==> src/rtl/fsr_pkg.sv <==
package fsr_pkg;
   typedef enum logic [1:0] {
      TAG_VALID   = 2'b00,
      TAG_ZERO    = 2'b01,
      TAG_SPECIAL = 2'b10,
      TAG_EMPTY   = 2'b11
   } tag_e;
endpackage

==> src/rtl/fsr_tag_classify.sv <==
module fsr_tag_classify #(
   parameter int WIDTH  = 80,
   parameter int MANT_W = 64
) (
   input  logic [WIDTH-1:0] data_i,
   output fsr_pkg::tag_e    tag_o
);
   localparam int EXP_W = WIDTH - 1 - MANT_W;

   initial begin
      assert (EXP_W >= 1) else $error("fsr_tag_classify: exponent field must be at least one bit");
   end

   logic [EXP_W-1:0] expo;
   assign expo = data_i[WIDTH-2:MANT_W];

   always_comb begin
      if (data_i == '0)      tag_o = fsr_pkg::TAG_ZERO;
      else if (&expo)        tag_o = fsr_pkg::TAG_SPECIAL;
      else                   tag_o = fsr_pkg::TAG_VALID;
   end
endmodule

==> src/rtl/fsr_entry_store.sv <==
module fsr_entry_store #(
   parameter int ENTRIES = 8,
   parameter int WIDTH   = 80
) (
   input  logic                       clk,
   input  logic                       rst_n,
   input  logic                       we_i,
   input  logic [$clog2(ENTRIES)-1:0] widx_i,
   input  logic [WIDTH-1:0]           wdata_i,
   input  logic [$clog2(ENTRIES)-1:0] ridx_i,
   output logic [WIDTH-1:0]           rdata_o
);
   localparam int IDX_W = $clog2(ENTRIES);

   logic [WIDTH-1:0] ent [ENTRIES];

   for (genvar i = 0; i < ENTRIES; i++) begin : g_ent
      logic [WIDTH-1:0] val_q;
      always_ff @(posedge clk or negedge rst_n) begin
         if (!rst_n)                               val_q <= '0;
         else if (we_i && widx_i == IDX_W'(i))     val_q <= wdata_i;
      end
      assign ent[i] = val_q;
   end

   assign rdata_o = ent[ridx_i];

   // a granted write lands in the addressed entry
   a_r6_write_lands: assert property (@(posedge clk) disable iff (!rst_n)
      we_i |=> ent[$past(widx_i)] == $past(wdata_i));
endmodule

==> src/rtl/fpsimd_regbank.sv <==
module fpsimd_regbank #(
   parameter int ENTRIES = 8,
   parameter int WIDTH   = 80,
   parameter int SIMD_W  = 64,
   parameter int STAT_W  = 16
) (
   input  logic                       clk,
   input  logic                       rst_n,
   input  logic                       view_simd_i,
   input  logic [$clog2(ENTRIES)-1:0] rd_idx_i,
   output logic [WIDTH-1:0]           rd_data_o,
   input  logic                       wr_en_i,
   input  logic [$clog2(ENTRIES)-1:0] wr_idx_i,
   input  logic [WIDTH-1:0]           wr_data_i,
   input  logic                       push_i,
   input  logic                       pop_i,
   input  logic                       clr_tags_i,
   output logic [2*ENTRIES-1:0]       tag_word_o,
   output logic [STAT_W-1:0]          status_o
);
   import fsr_pkg::*;

   localparam int PTR_W = $clog2(ENTRIES);
   localparam int TAG_W = 2 * ENTRIES;
   localparam int HI_W  = WIDTH - SIMD_W;
   localparam int PAD_W = STAT_W - 1 - PTR_W;

   initial begin
      assert ((1 << PTR_W) == ENTRIES) else $error("fpsimd_regbank: ENTRIES must be a power of two");
      assert (HI_W >= 2) else $error("fpsimd_regbank: WIDTH must exceed SIMD_W by at least two bits");
      assert (PAD_W >= 0) else $error("fpsimd_regbank: STAT_W too small for pointer and flag");
   end

   logic [PTR_W-1:0] top_q;
   logic [TAG_W-1:0] tag_q;
   logic             simd_q;

   // operation decode with fixed priority: clear > push > pop > write
   logic fp_push, fp_pop, fp_wr, simd_wr;
   assign fp_push = push_i && !view_simd_i && !clr_tags_i;
   assign fp_pop  = pop_i  && !view_simd_i && !clr_tags_i && !push_i;
   assign fp_wr   = wr_en_i && !view_simd_i && !clr_tags_i && !push_i && !pop_i;
   assign simd_wr = wr_en_i && view_simd_i && !clr_tags_i;

   logic [PTR_W-1:0] top_dec, top_inc, wr_rel, rd_rel;
   assign top_dec = top_q - PTR_W'(1);
   assign top_inc = top_q + PTR_W'(1);
   assign wr_rel  = top_q + wr_idx_i;
   assign rd_rel  = top_q + rd_idx_i;

   tag_e wr_class;
   fsr_tag_classify #(.WIDTH(WIDTH), .MANT_W(SIMD_W)) u_classify (
      .data_i (wr_data_i),
      .tag_o  (wr_class)
   );

   logic             st_we;
   logic [PTR_W-1:0] st_widx, st_ridx;
   logic [WIDTH-1:0] st_wdata, st_rdata;

   assign st_we    = fp_push || fp_wr || simd_wr;
   assign st_widx  = fp_push ? top_dec : (fp_wr ? wr_rel : wr_idx_i);
   assign st_wdata = simd_wr ? {{HI_W{1'b1}}, wr_data_i[SIMD_W-1:0]} : wr_data_i;
   assign st_ridx  = view_simd_i ? rd_idx_i : rd_rel;

   fsr_entry_store #(.ENTRIES(ENTRIES), .WIDTH(WIDTH)) u_store (
      .clk     (clk),
      .rst_n   (rst_n),
      .we_i    (st_we),
      .widx_i  (st_widx),
      .wdata_i (st_wdata),
      .ridx_i  (st_ridx),
      .rdata_o (st_rdata)
   );

   assign rd_data_o = view_simd_i ? {{HI_W{1'b0}}, st_rdata[SIMD_W-1:0]} : st_rdata;

   always_ff @(posedge clk or negedge rst_n) begin
      if (!rst_n) begin
         top_q  <= '0;
         tag_q  <= '1;
         simd_q <= 1'b0;
      end else if (clr_tags_i) begin
         tag_q  <= '1;
         simd_q <= 1'b0;
      end else if (simd_wr) begin
         if (!simd_q) begin
            tag_q <= '0;
            top_q <= '0;
         end else begin
            tag_q[2*wr_idx_i +: 2] <= TAG_VALID;
         end
         simd_q <= 1'b1;
      end else if (fp_push) begin
         tag_q[2*top_dec +: 2] <= wr_class;
         top_q  <= top_dec;
         simd_q <= 1'b0;
      end else if (fp_pop) begin
         tag_q[2*top_q +: 2] <= TAG_EMPTY;
         top_q  <= top_inc;
         simd_q <= 1'b0;
      end else if (fp_wr) begin
         tag_q[2*wr_rel +: 2] <= wr_class;
         simd_q <= 1'b0;
      end
   end

   assign tag_word_o = tag_q;
   if (PAD_W > 0) begin : g_stat_pad
      assign status_o = {simd_q, {PAD_W{1'b0}}, top_q};
   end else begin : g_stat_tight
      assign status_o = {simd_q, top_q};
   end

   // push moves the pointer down by one
   a_r4_push_top: assert property (@(posedge clk) disable iff (!rst_n)
      fp_push |=> top_q == $past(top_q) - PTR_W'(1));

   // pop empties the old top
   a_r5_pop_tag: assert property (@(posedge clk) disable iff (!rst_n)
      fp_pop |=> tag_q[2*$past(top_q) +: 2] == TAG_EMPTY);

   // entering the SIMD view validates every tag and resets the pointer
   a_r8_enter_valid: assert property (@(posedge clk) disable iff (!rst_n)
      (simd_wr && !simd_q) |=> (tag_q == '0) && (top_q == '0) && simd_q);

   // clear empties every tag and leaves the SIMD view
   a_r9_clear_empty: assert property (@(posedge clk) disable iff (!rst_n)
      clr_tags_i |=> (tag_q == '1) && !simd_q && $stable(top_q));

   // stack strobes in the SIMD view change nothing
   a_r11_simd_stack_ignored: assert property (@(posedge clk) disable iff (!rst_n)
      (view_simd_i && (push_i || pop_i) && !wr_en_i && !clr_tags_i)
         |=> $stable(top_q) && $stable(tag_q) && $stable(simd_q));

   // a floating-point operation leaves the SIMD view
   a_r12_fp_leaves_simd: assert property (@(posedge clk) disable iff (!rst_n)
      (fp_push || fp_pop || fp_wr) |=> !simd_q);
endmodule

==> config.mk <==
export PLATFORM = sky130hd
export DESIGN_NAME = fpsimd_regbank
export DESIGN_NICKNAME = d
export VERILOG_FILES = /design/src/rtl/fsr_pkg.sv /design/src/rtl/fsr_tag_classify.sv /design/src/rtl/fsr_entry_store.sv /design/src/rtl/fpsimd_regbank.sv
export SDC_FILE = /design/constraint.sdc
export NUM_CORES = 1
export LEC_CHECK = 0
export BUFFER_PORTS_ARGS = -buffer_cell sky130_fd_sc_hd__buf_2
export CELL_PAD_IN_SITES_DETAIL_PLACEMENT = 0
export CELL_PAD_IN_SITES_GLOBAL_PLACEMENT = 1
export CORE_AREA = 2 2 266 268
export DETAILED_ROUTE_END_ITERATION = 6
export DIE_AREA = 0 0 268 270
export PLACE_DENSITY = 0.83
export SLEW_MARGIN = 20
export SYNTH_ARGS = -nofsm -noshare
export SYNTH_HDL_FRONTEND = slang
export SYNTH_SLANG_ARGS = --single-unit
==> constraint.sdc <==
create_clock -name clk -period 9.3 [get_ports clk]
set_input_delay 1.86 -clock clk [delete_from_list [all_inputs] [get_ports clk]]
set_output_delay 1.86 -clock clk [all_outputs]
set_load 0.02 [all_outputs]
==> impl_metrics.py <==
metrics = {
    "worst_setup_path": {
        "path_max_fanout": 62,
        "required_ps": 7440,
        "crit_type": "input pin to output pin",
        "crit_slowest_cell": "mux2i_4",
        "worst_path_largest_cell_delay_ps": 810,
        "critPathLaunchType": "input pin",
        "worstSetupStartpoint": "view_simd_i",
        "worstPathArrival_ps": 4960,
        "crit_chain": "buf_2 > mux2i_4 > buf_12 > mux4_2 > nand2_1 > nand2_1 > buf_2",
        "critPathCaptureType": "output pin",
        "critPathTopFamily": "buffers and inverters",
        "crit_buf_inv": 3,
        "r2r-start": "top_q[0]$_DFFE_PN0P_",
    },
    "routing": {
        "post_drt_via_cell_ratio": 5.77,
        "drt_iter0_markers": 1472,
        "wire_per_inst_um": 23.4,
        "drc": 0,
        "num_vias": 19500,
        "drt-total-wl_um": 79200,
        "drt-pass1-iter-count": 5,
        "final_antenna_net_count": 0,
    },
    "timing": {
        "finalHoldViolCount": 0,
        "tightestPinTransition_ps": 1120,
        "min_period_ps": 6820,
        "maxSlewHeadroom_pct": 25.1,
        "setup_violations": 0,
        "fmax_ghz": 0.147,
        "setup_tns_ps": 0,
        "finClkSkew_ps": 11.6,
        "fin_crit_sh_pct": 73.4,
        "rsz0062_at_grt": "false",
        "slew_violations": 0,
    },
    "yosys": {
        "synth_warnings": 0,
        "synth_edf_count": 0,
        "synth_seq_cells": 660,
        "yosysSeqAreaShare_pct": 53.2,
        "netlist_instances": 2251,
        "synthArstFlopShare_pct": 100,
        "syn-cell-area_um2": 31100,
        "synth.distinct_cells": 69,
        "syn_avg_cell_area_um2": 13.8,
        "synth_ff_type": "dfrtp_1",
    },
    "floorplanning": {
        "core.rowCount": 97,
        "initial_core_util_pct": 44.7,
        "fp.dieW_um": 268,
        "io_pins": 205,
        "design.core.area_um2": 69500,
        "die_y_um": 270,
        "dieArea_um2": 72400,
    },
    "global_route": {
        "met3_usage_pct": 4.45,
        "busiest_layer": "met2",
        "grt_max_degree": 212,
        "grtUsageMet2_pct": 36.9,
        "met1_usage_pct": 30.0,
        "grt_antenna_before_repair": 9,
        "grt_pass1_wl_um": 124000,
        "grt_util_all_layers_pct": 22.3,
        "grt_pass1_vias": 21100,
        "gr-total-overflow": 0,
    },
    "power": {
        "combPwrFrac_pct": 33.7,
        "p_per_area_nw_per_um2": 322,
        "sw_frac_of_total_pct": 31.9,
        "clkPwrFrac_pct": 24.5,
        "peakVddDrop_uv": 183,
        "cell_internal_pwr_mw": 7.75,
        "switching_power_mw": 3.64,
        "p_seq_share_pct": 41.8,
        "total_leakage_power_nw": 15.4,
    },
    "finish": {
        "fillers": 5872,
        "layout-drive-gt1-share_pct": 46.3,
        "area_growth_pct": 13.5,
        "fin_nets": 2506,
        "fin_cells": 3388,
    },
    "clock_tree": {
        "cts_resized": 0,
        "cts_buffer_depth": 3,
        "cts_tree": "done",
        "root_buffer": "clkbuf_16",
        "cts_buffers": 71,
        "clk_pin_slew_worst_paths_ps": 60,
        "htree_levels": 3,
        "clock_latency_ps": 610,
        "holdBufCountCts": 0,
        "post_cts_buffers": 0,
        "clock_sinks": 660,
    },
    "place": {
        "placedCellCount": 3262,
        "io_buffers": 192,
        "place_hpwl_um": 47600,
        "gp_congestion": 0.880,
    },
    "run_status": {
        "status": "completed",
    },
    "flow_run": {
        "cap_violations": 0,
    },
    "hold_path": {
        "worstHoldStart": "tag_word_o[4]$_DFFE_PN1P_",
        "min_path_type": "flop to flop",
    },
}
## power by group through the flow
stage | registers, mW | clock network [mW] | logic, mW
4_1_cts | 4.75 | 2.85 | 3.89
3_5_place_dp | 4.79 | 0 | 3.87
6_report | 4.76 | 2.79 | 3.84
3_3_place_gp | 4.65 | 0 | 3.75
2_1_floorplan | 4.57 | 0 | 2.85
5_1_grt | 4.90 | 2.96 | 4.17
## kinds of logic after synthesis
kind of cell | count (synthesis) | synth area share (%)
muxes | 758 | 33.2
DFF | 660 | 53.2
and+or+nand+nor | 460 | 6.56
buffers and inverters | 177 | 2.69
AOI/OAI and AO/OA | 172 | 3.38
adders and majority gates | 17 | 0.732
xor gates and xnor gates | 6 | 0.217
other | 1 | 0.0121
## through the flow
step	total power, mW	util, %	cell area (um2)	hold slack, ps	setup WS (ps)
global placement	8.40	47.4	33000	456	2470
global route	12.0	50.8	35300	506	2270
finish	11.4	50.8	35300	480	2480
floorplan	7.42	-	31100	445	3420
CTS	11.5	50.7	35300	482	2450
detailed placement	8.66	47.4	33000	469	2440
## Yosys cell counts (3+ instances only)
master    instances  area (um2)
or2_2            17         106
clkbuf_1         64         240
mux2i_1           3        30.0
inv_1            13        48.8
nor3_1           13        65.1
nand2_1         264         991
nand3_1          17        85.1
dfrtp_1         644       16100
nor2_1           77         289
mux2_2          587        6610
buf_1            11        41.3
o31ai_1           3        22.5
o21ai_0          38         190
ha_1             15         188
a31oi_1          21         131
buf_2            68         340
nand4_1          10        62.6
dfstp_2          16         420
mux4_2          160        3600
nor4_1           26         163
a21oi_1          71         355
xnor2_1           3        26.3
nor4b_1           3        26.3
mux2_1            8        90.1
buf_4            19         143
and3_1            4        25.0
a31o_2            3        26.3
nand2b_1          7        43.8
o31a_1            3        26.3
nor2b_1           7        43.8
## sequential cells by signal, summed over array words and instances, names as in the netlist
signal	cells
u_store.g_ent.val_q	640
tag_word_o	16
top_q	3
simd_q	1
## layout by cell type, fill, tap and decap left out, drive strengths merged, types with 3 or more instances in the layout
cell type and count:
a21oi 71, ha 15, xnor2 3, mux2 595
o21ai 40, nand2b 7, nor3 13, nor2 77
clkbuf 101, dfrtp 644, a31o 3, nor4b 3
and3 4, buf 225, a31oi 21, nand2 264
nor2b 7, mux2i 3, bufinv 3, o31ai 3
mux4 160, nand3 17, or2 17, clkinv 12
nand4 10, conb 12, dfstp 16, inv 18
o31a 3, nor4 27, nor3b 3, a2111oi 3
## worst paths after layout
path,end,slack (ps),cells after the start
worst max-delay path,rd_data_o[21],2480,7
worst min-delay path,tag_word_o[4]$_DFFE_PN1P_,480,2
worst max register to register,u_store.g_ent[7].val_q[43]$_DFFE_PN0P_,4660,9
worst min register to register,tag_word_o[4]$_DFFE_PN1P_,480,2
max in group asynchronous,u_store.g_ent[0].val_q[4]$_DFFE_PN0P_,5940,3
min in group asynchronous,u_store.g_ent[0].val_q[53]$_DFFE_PN0P_,1310,1
## layer usage
layer  share of wire (%)  wire length, um  vias up
li1                    -                -     8515
met1                  43            34000    10300
met2                  49            39000      524
met3                 5.6             4410      133
met4                 2.1             1660       18
met5                0.16              126        -
## tightest hold or removal path, delay by kind of cell, from the launching register on
kind | cells | cell delay [ps]
AOI/OAI and AO/OA | 1 | 70
DFF | 1 | 370
and+or+nand+nor | 1 | 40
## final cells by class
| cell class | count | area (um2) | share of cell area (%) |
|---|---|---|---|
| diodes | 2 | 5.00 | 0.0142 |
| clock buffers | 101 | 2040 | 5.78 |
| clock inverters | 22 | 254 | 0.719 |
| inverters | 13 | 48.8 | 0.138 |
| multi-input cells | 1425 | 13900 | 39.4 |
| flip-flops and latches | 660 | 16500 | 46.8 |
| well taps | 940 | 1180 | 3.33 |
| repair buffers | 225 | 1350 | 3.83 |
(Power assumes the default switching activity.)
